`src/rtl/csr_id_pkg.sv`:
```
package csr_id_pkg;
  localparam int CSR_AW = 12;
  typedef logic [CSR_AW-1:0] csr_addr_t;

  localparam csr_addr_t A_WTID  = 12'hCC0;
  localparam csr_addr_t A_LTID  = 12'hCC1;
  localparam csr_addr_t A_GTID  = 12'hCC2;
  localparam csr_addr_t A_LWID  = 12'hCC3;
  localparam csr_addr_t A_GWID  = 12'hCC4;
  localparam csr_addr_t A_CORE  = 12'hCC5;
  localparam csr_addr_t A_NTHR  = 12'hFC0;
  localparam csr_addr_t A_NWRP  = 12'hFC1;
  localparam csr_addr_t A_NCOR  = 12'hFC2;
  localparam csr_addr_t A_CYC   = 12'hC00;
  localparam csr_addr_t A_CYC_H = 12'hC80;
  localparam csr_addr_t A_RET   = 12'hC02;
  localparam csr_addr_t A_RET_H = 12'hC82;

  function automatic logic is_fixed(csr_addr_t a);
    case (a)
      A_WTID, A_LTID, A_GTID, A_LWID, A_GWID, A_CORE,
      A_NTHR, A_NWRP, A_NCOR, A_CYC, A_CYC_H, A_RET, A_RET_H: return 1'b1;
      default: return 1'b0;
    endcase
  endfunction
endpackage

```
`src/rtl/csr_id_calc.sv`:
```
module csr_id_calc #(
  parameter int XLEN        = 32,
  parameter int NUM_THREADS = 4,
  parameter int NUM_WARPS   = 8,
  parameter int TID_W       = 2,
  parameter int WID_W       = 3,
  parameter int CID_W       = 2
) (
  input  logic [TID_W-1:0] tid,
  input  logic [WID_W-1:0] wid,
  input  logic [CID_W-1:0] cid,
  output logic [XLEN-1:0]  warp_tid,
  output logic [XLEN-1:0]  core_tid,
  output logic [XLEN-1:0]  glob_tid,
  output logic [XLEN-1:0]  core_wid,
  output logic [XLEN-1:0]  glob_wid
);
  localparam logic [XLEN-1:0] NT_X   = XLEN'(NUM_THREADS);
  localparam logic [XLEN-1:0] NW_X   = XLEN'(NUM_WARPS);
  localparam logic [XLEN-1:0] TPC_X  = XLEN'(NUM_THREADS * NUM_WARPS);

  logic [XLEN-1:0] tid_x, wid_x, cid_x;

  always_comb begin
    tid_x    = XLEN'(tid);
    wid_x    = XLEN'(wid);
    cid_x    = XLEN'(cid);
    warp_tid = tid_x;
    core_tid = tid_x + wid_x * NT_X;
    glob_tid = core_tid + TPC_X * cid_x;
    core_wid = wid_x;
    glob_wid = wid_x + NW_X * cid_x;
  end
endmodule

```
`src/rtl/csr_perf_ctr.sv`:
```
module csr_perf_ctr #(
  parameter int             W   = 64,
  parameter logic [W-1:0]   RST = '0
) (
  input  logic         clk,
  input  logic         rst_n,
  input  logic         inc,
  output logic [W-1:0] q
);
  always_ff @(posedge clk or negedge rst_n) begin
    if (!rst_n)   q <= RST;
    else if (inc) q <= q + W'(1);
  end
endmodule

```
`src/rtl/csr_gen_file.sv`:
```
module csr_gen_file #(
  parameter int XLEN  = 32,
  parameter int DEPTH = 16,
  parameter int AW    = 4
) (
  input  logic            clk,
  input  logic            rst_n,
  input  logic            we,
  input  logic [AW-1:0]   waddr,
  input  logic [XLEN-1:0] wdata,
  input  logic [AW-1:0]   raddr,
  output logic [XLEN-1:0] rdata
);
  logic [XLEN-1:0] mem [DEPTH];

  always_ff @(posedge clk or negedge rst_n) begin
    if (!rst_n) begin
      for (int i = 0; i < DEPTH; i++) mem[i] <= '0;
    end else if (we) begin
      mem[waddr] <= wdata;
    end
  end

  assign rdata = mem[raddr];
endmodule

```
`src/rtl/csr_id_unit.sv`:
```
module csr_id_unit
  import csr_id_pkg::*;
#(
  parameter int          XLEN        = 32,
  parameter int          NUM_THREADS = 4,
  parameter int          NUM_WARPS   = 8,
  parameter int          NUM_CORES   = 4,
  parameter int          GEN_DEPTH   = 16,
  parameter logic [63:0] CTR_RST     = 64'd0,
  localparam int TID_W  = (NUM_THREADS > 1) ? $clog2(NUM_THREADS) : 1,
  localparam int WID_W  = (NUM_WARPS   > 1) ? $clog2(NUM_WARPS)   : 1,
  localparam int CID_W  = (NUM_CORES   > 1) ? $clog2(NUM_CORES)   : 1
) (
  input  logic             clk,
  input  logic             rst_n,
  input  logic [CID_W-1:0] core_id,
  input  logic             retire,
  input  logic [11:0]      rd_addr,
  input  logic [TID_W-1:0] rd_tid,
  input  logic [WID_W-1:0] rd_wid,
  output logic [XLEN-1:0]  rd_data,
  input  logic             wr_en,
  input  logic [11:0]      wr_addr,
  input  logic [XLEN-1:0]  wr_data
);
  localparam int GEN_AW = (GEN_DEPTH > 1) ? $clog2(GEN_DEPTH) : 1;
  localparam int CTR_W  = 64;

  logic [XLEN-1:0]  warp_tid, core_tid, glob_tid, core_wid, glob_wid;
  logic [CTR_W-1:0] cyc_cnt, ret_cnt;
  logic [XLEN-1:0]  gen_rdata;
  logic             gen_we;

  csr_id_calc #(
    .XLEN(XLEN), .NUM_THREADS(NUM_THREADS), .NUM_WARPS(NUM_WARPS),
    .TID_W(TID_W), .WID_W(WID_W), .CID_W(CID_W)
  ) u_calc (
    .tid(rd_tid), .wid(rd_wid), .cid(core_id),
    .warp_tid(warp_tid), .core_tid(core_tid), .glob_tid(glob_tid),
    .core_wid(core_wid), .glob_wid(glob_wid)
  );

  csr_perf_ctr #(.W(CTR_W), .RST(CTR_RST)) u_cyc (
    .clk(clk), .rst_n(rst_n), .inc(1'b1), .q(cyc_cnt)
  );

  csr_perf_ctr #(.W(CTR_W), .RST(CTR_RST)) u_ret (
    .clk(clk), .rst_n(rst_n), .inc(retire), .q(ret_cnt)
  );

  assign gen_we = wr_en && !is_fixed(wr_addr);

  csr_gen_file #(.XLEN(XLEN), .DEPTH(GEN_DEPTH), .AW(GEN_AW)) u_gen (
    .clk(clk), .rst_n(rst_n), .we(gen_we),
    .waddr(wr_addr[GEN_AW-1:0]), .wdata(wr_data),
    .raddr(rd_addr[GEN_AW-1:0]), .rdata(gen_rdata)
  );

  always_comb begin
    case (rd_addr)
      A_WTID:  rd_data = warp_tid;
      A_LTID:  rd_data = core_tid;
      A_GTID:  rd_data = glob_tid;
      A_LWID:  rd_data = core_wid;
      A_GWID:  rd_data = glob_wid;
      A_CORE:  rd_data = XLEN'(core_id);
      A_NTHR:  rd_data = XLEN'(NUM_THREADS);
      A_NWRP:  rd_data = XLEN'(NUM_WARPS);
      A_NCOR:  rd_data = XLEN'(NUM_CORES);
      A_CYC:   rd_data = XLEN'(cyc_cnt[31:0]);
      A_CYC_H: rd_data = XLEN'(cyc_cnt[63:32]);
      A_RET:   rd_data = XLEN'(ret_cnt[31:0]);
      A_RET_H: rd_data = XLEN'(ret_cnt[63:32]);
      default: rd_data = gen_rdata;
    endcase
  end
endmodule

```
`config.mk`:
```
export PLATFORM = sky130hd
export DESIGN_NAME = csr_id_unit
export DESIGN_NICKNAME = d
export VERILOG_FILES = /design/src/rtl/csr_id_pkg.sv /design/src/rtl/csr_id_calc.sv /design/src/rtl/csr_perf_ctr.sv /design/src/rtl/csr_gen_file.sv /design/src/rtl/csr_id_unit.sv
export SDC_FILE = /design/constraint.sdc
export NUM_CORES = 1
export LEC_CHECK = 0
export ABC_AREA = 1
export BUFFER_PORTS_ARGS = -buffer_cell sky130_fd_sc_hd__buf_4
export CAP_MARGIN = 20
export CELL_PAD_IN_SITES_DETAIL_PLACEMENT = 1
export CELL_PAD_IN_SITES_GLOBAL_PLACEMENT = 2
export CORE_ASPECT_RATIO = 1.4
export CORE_MARGIN = 2
export CORE_UTILIZATION = 37
export CTS_CLUSTER_SIZE = 12
export DETAILED_ROUTE_END_ITERATION = 7
export HOLD_SLACK_MARGIN = 0.05
export PLACE_DENSITY_LB_ADDON = 0.15
export SYNTH_ARGS = -nofsm -noshare
export SYNTH_HDL_FRONTEND = slang
export SYNTH_HIERARCHICAL = 1
export SYNTH_SLANG_ARGS = --single-unit
```
`constraint.sdc`:
```
create_clock -name clk -period 2.2 [get_ports clk]
set_input_delay 0.44 -clock clk [delete_from_list [all_inputs] [get_ports clk]]
set_output_delay 0.44 -clock clk [all_outputs]
set_load 0.1 [all_outputs]
```
=== Word level (Yosys, flattened, before mapping) ===
Index checks and enable logic that the tools add are counted.

* Add/sub/neg operators: 5
* Order comparisons: 3
* Equal/unequal tests: 26
* Multiplexer cells: 8
* Bitwise gates (word level): 2
* Reductions and logical operators: 5

{| class="wikitable"
|+ Operators with widths
! cell !! number
|-
| $bwmux 512 || 1
|-
| $pmux 32 s12 || 1
|-
| $eq 12x12->1 const B || 26
|-
| $add 64x1->64 const B || 2
|-
| $bmux 32 s4 || 1
|-
| $demux 32 s4 || 1
|-
| $mux 32 || 3
|-
| $add 32x7->32 || 1
|-
| $reduce_or 13->1 || 1
|-
| $ge 5x5->1 const B || 2
|-
| $not 4->5 || 2
|-
| $add 2x5->6 || 1
|-
| $add 3x5->6 || 1
|-
| $lt 5x1->1 const B || 1
|-
| $logic_and 1x1->1 || 2
|-
| $reduce_or 2->1 || 1
|-
| $logic_not 1->1 || 1
|-
| $mux 1 || 1
|}

* Register bits after elaboration: 640
* Bits of input ports: 67
* Output and inout port bits: 32

=== Longest topological paths before layout ===
* Depth after elaboration: 6
* Depth in mapped cells: 13

=== By module ===
Netlist, hierarchy kept.

{| class="wikitable"
|+ Modules (own cells, without submodules)
! module !! instances !! cells each !! area an instance (µm²) !! sequential area each (µm²)
|-
| csr_gen_file || 1 || 3,275 || 24,543.5 || 12,812.3
|-
| csr_perf_ctr at u_ret || 1 || 505 || 3,793.6 || 1,601.5
|-
| csr_perf_ctr at u_cyc || 1 || 500 || 3,769.9 || 1,601.5
|-
| csr_id_unit || 1 || 811 || 3,584.7 || 0.0
|-
| csr_id_calc || 1 || 161 || 1,204.9 || 0.0
|}

=== Least setup slack after synthesis ===
OpenSTA, ideal clock, no wires.

* Path type: input-to-output
* Start: in rd_addr[0]
* End: out rd_data[0]
* Arrival time: 2,107 ps
* Required time: 1,760 ps
* Setup slack: -347 ps
* Stages: 11
* Cells stage by stage: buf_2 buf_2 clkbuf_1 nand2_1 o21ai_0 nand2_1 nand3_1 nand3_1 nand2_1 nand4_1 nand2_1

* Word-level cells in the longest chain between the ends: 5

{| class="wikitable"
|+ Ends and longest elaborated chain
! item !! RTL line !! text
|-
| start, declared || csr_id_unit.sv:18 || <nowiki>input logic [11:0] rd_addr,</nowiki>
|-
| $not 4->5 (not written as such) || csr_gen_file.sv:24 || <nowiki>assign rdata = mem[raddr];</nowiki>
|-
| $bmux 32 s4 || csr_gen_file.sv:24 ||
|-
| $mux 32 (not written as such) (2 in series) || csr_gen_file.sv:24 ||
|-
| net gen_rdata[0] || csr_id_unit.sv:31 || <nowiki>logic [XLEN-1:0] gen_rdata;</nowiki>
|-
| $pmux 32 s12 || csr_id_unit.sv:60 || <nowiki>case (rd_addr)</nowiki>
|-
| end, declared || csr_id_unit.sv:21 || <nowiki>output logic [XLEN-1:0] rd_data,</nowiki>
|}

The timed path passes the listed nets, and every way through them passes these cells. The select of a mux whose other input is x is not followed.

=== Worst setup path in the final report ===
* Start: in rd_addr[0]
* End: out rd_data[22]

Same word-level chain as after synthesis.

==> results.cfg <==
[critical_path]
reg2reg_from = u_cyc/q[21]
cp_common_cell = buf_12
reg2reg_to = u_cyc/q[45]
reg2regPathDepth = 8
startpoint_type = primary input
cp_max_fo = 8
reg2reg_slack_ps = 240
end_kind = primary output
cp_cell_sequence = buf_16 > buf_12 > inv_16 > buf_12 > buf_12 > buf_8 > nand2_1 > nand3_1 > nand3_1 > nand3_2 > nand2_4 > nand4_1 > nand2_4 > buf_12
cp.required_ps = 1760
crit_type = primary input to primary output
cpMaxStageDelayCell = buf_12
arrival_ps = 2160
crit_path_max_incr_delay_ps = 170

[timing]
worst-slew-pin-transition_ps = 702
whs_ps = 102
fin_crit_ps = 2600
setup_viol = 32
drv_slew = 0
final_hold_viol_count = 0
fin_crit_sh = 1.18
setup_ws_ps = -397
max_slew_margin = 0.530
max_freq_mhz = 385
fin_worst_skew_ps = 15.8
rsz0062_at_grt = true

[synth]
syn_area_um2 = 36900
synth.area.top_cells = dfrtp_1 43%, nand2_1 16%, nand3_1 8.9%
synth_compound_area_frac = 0.0811
synthXorXnorAreaFrac = 0.0216
synth_top_family_by_area = simple AND/OR/NAND/NOR gates
synth.distinct_cells = 42
syn_area_per_cell_um2 = 7.03
ys_seq_elements = 640
post_synth_and_or_nand_nor_area_fraction = 0.323
synth_top_area_frac = 0.434
yosysSeqAreaShare = 0.434
synth_warnings = 6
yosys.area.top_type = dfrtp_1
yosys.area_share.adder = 0.000678
syn_inst = 5252
muxShareOfSynthArea = 0

[grt]
grtUsageMet1 = 0.334
top_usage_layer = met2
grt_pass1_vias = 35900
antenna_found_initial = 5
grt_pass1_wl_um = 223000
gr-total-overflow = 0
grt_max_degree = 50
grt_use_met3 = 0.0299
grt_use_total = 0.289
globalRouteMet2Util = 0.526

[clock_tree]
clk_pin_slew_worst_paths_ps = 60
clk_latency_ps = 660
htreeDepth = 3
clock_path_buffers = 3
clockRootBuffer = clkbuf_16
clkSinkCount = 640
numCtsBuffers = 74
cts_tree = built

[die]
die-width_um = 271
rows = 137
fp.coreArea_um2 = 99200
dieArea_um2 = 102000
io_pins = 99
initial_core_util = 0.372
die_y_um = 378

[pwr]
ir_drop_mv = 0.530
p_total_uw = 35200
p_leak_uw = 0.0231
powerDensity_nw_per_um2 = 758

[final_layout]
fin_nets = 5594
final_common_cell = nand2_1
synthToLayoutAreaGrowth_pct = 26.0
fin_util = 0.468
drive_above_1_share = 0.176
final_cell_mix = 1490 x nand2_1, 696 x inv_1, 617 x dfrtp_1
fillers = 12300
fin_cells = 6903

[placement]
pre_cts_ws_ps = -722
dp_hpwl_um = 104000
routabilityCongestion = 0.902
portBuffers = 98
dp.cells = 6685

[job]
max_cap_viol_count = 0

[route]
totalWireLength_um = 148000
route.detailed.drc = 0
vias = 34600
firstDrtPassIters = 5
wl_per_cell_um = 21.4
postRouteAntennaNets = 0
drt_iter0_drc = 1869
via_per_inst = 5.02

[outcome]
violations = negative setup slack
outcome = complete, but fails checks

[worst_hold_path]
hp-class = primary input to flip-flop
worst_hold_path.endpoint = u_gen/mem[167]
holdCritStartpoint = wr_data[7]
whs_path_depth = 3
==> worst max-delay path, delay by kind of cell <==
kind / cells / cell delay, ps
buffers and inverters: 7 / 950
AND/OR/NAND/NOR: 7 / 730
==> per-stage QoR <==
| stage | TNS [ps] | cell area [µm²] |
|---|---|---|
| floorplan | -10.5 | 37700 |
| global placement | -74850 | 41300 |
| detailed placement | -82070 | 41300 |
| CTS | -9450 | 46000 |
| global route | -13490 | 46500 |
| finish | -10580 | 46500 |
==> flip-flops by register name (all words and copies together) (netlist names) <==
register and cells:
u_cyc/q 64, u_gen/mem 512, u_ret/q 64
==> layout make-up <==
type | instances | area (µm²) | area share
Timing Repair Buffer | 508 | 6040 | 0.130
Antenna cell | 4 | 10.0 | 0.000215
Clock inverter | 20 | 221 | 0.00476
Inverter | 716 | 2720 | 0.0585
Multi-Input combinational cell | 3585 | 17600 | 0.378
Tap cell | 1320 | 1650 | 0.0355
Clock buffer | 110 | 2250 | 0.0484
Sequential cell | 640 | 16000 | 0.345
==> synthesized netlist by cell type, drive strengths merged <==
cell type and n:
o22ai 1, nor4 1, a21o 1, ha 2, clkinv 1, dfrtp 640, conb 2, nand3b 9
nor2b 1, xor2 51, o21a 1, a21oi 1, nor3b 3, nand3 665, nor2 340, inv 715
clkbuf 159, or2 1, nor3 25, buf 290, xnor2 40, nand2 1619, nand4 83, o21ai 593
and3 1, and2 7
==> per-layer routing <==
layer	wire length, µm	share of wire	up-vias
li1	-	-	16600
met1	59200	0.40	17100
met2	76300	0.52	591
met3	4550	0.031	284
met4	7970	0.054	2
met5	11	0.000074	-
==> cell families after synthesis <==
group	after synthesis
flops	640
xor+xnor	91
compound gates	597
fa+ha+maj	2
other cells	2
buf+inv	1165
simple gates	2755
==> repair_timing <==
item | in CTS | in global routing
hold buffers | 21 | 0
pin swaps | 93 | 58
endpoints found under the setup margin | 32 | 32
cloned | 12 | 3
gates resized for setup | 397 | 72
setup buffers | 38 | 18
endpoints found under the hold margin | 274 | 0
==> where the power goes <==
part           leakage, µW  switching [µW]  internal (µW)
Sequential         0.00807            1120          13900
Clock              0.00122            5300           7440
Combinational       0.0139            4690           2760
Total               0.0231           11100          24100
==> how the worst max path moves through the flow <==
stage,cells after the start,end,slack (ps),startpoint
after floorplan,11,rd_data[0],-8,rd_addr[0]
after global placement,12,rd_data[27],-700,rd_addr[10]
after detailed placement,13,rd_data[2],-720,rd_addr[5]
after CTS,14,rd_data[27],-360,rd_addr[0]
after global routing,14,rd_data[22],-490,rd_addr[0]
final,14,rd_data[22],-400,rd_addr[0]
Power figures use the tool's default switching activity.
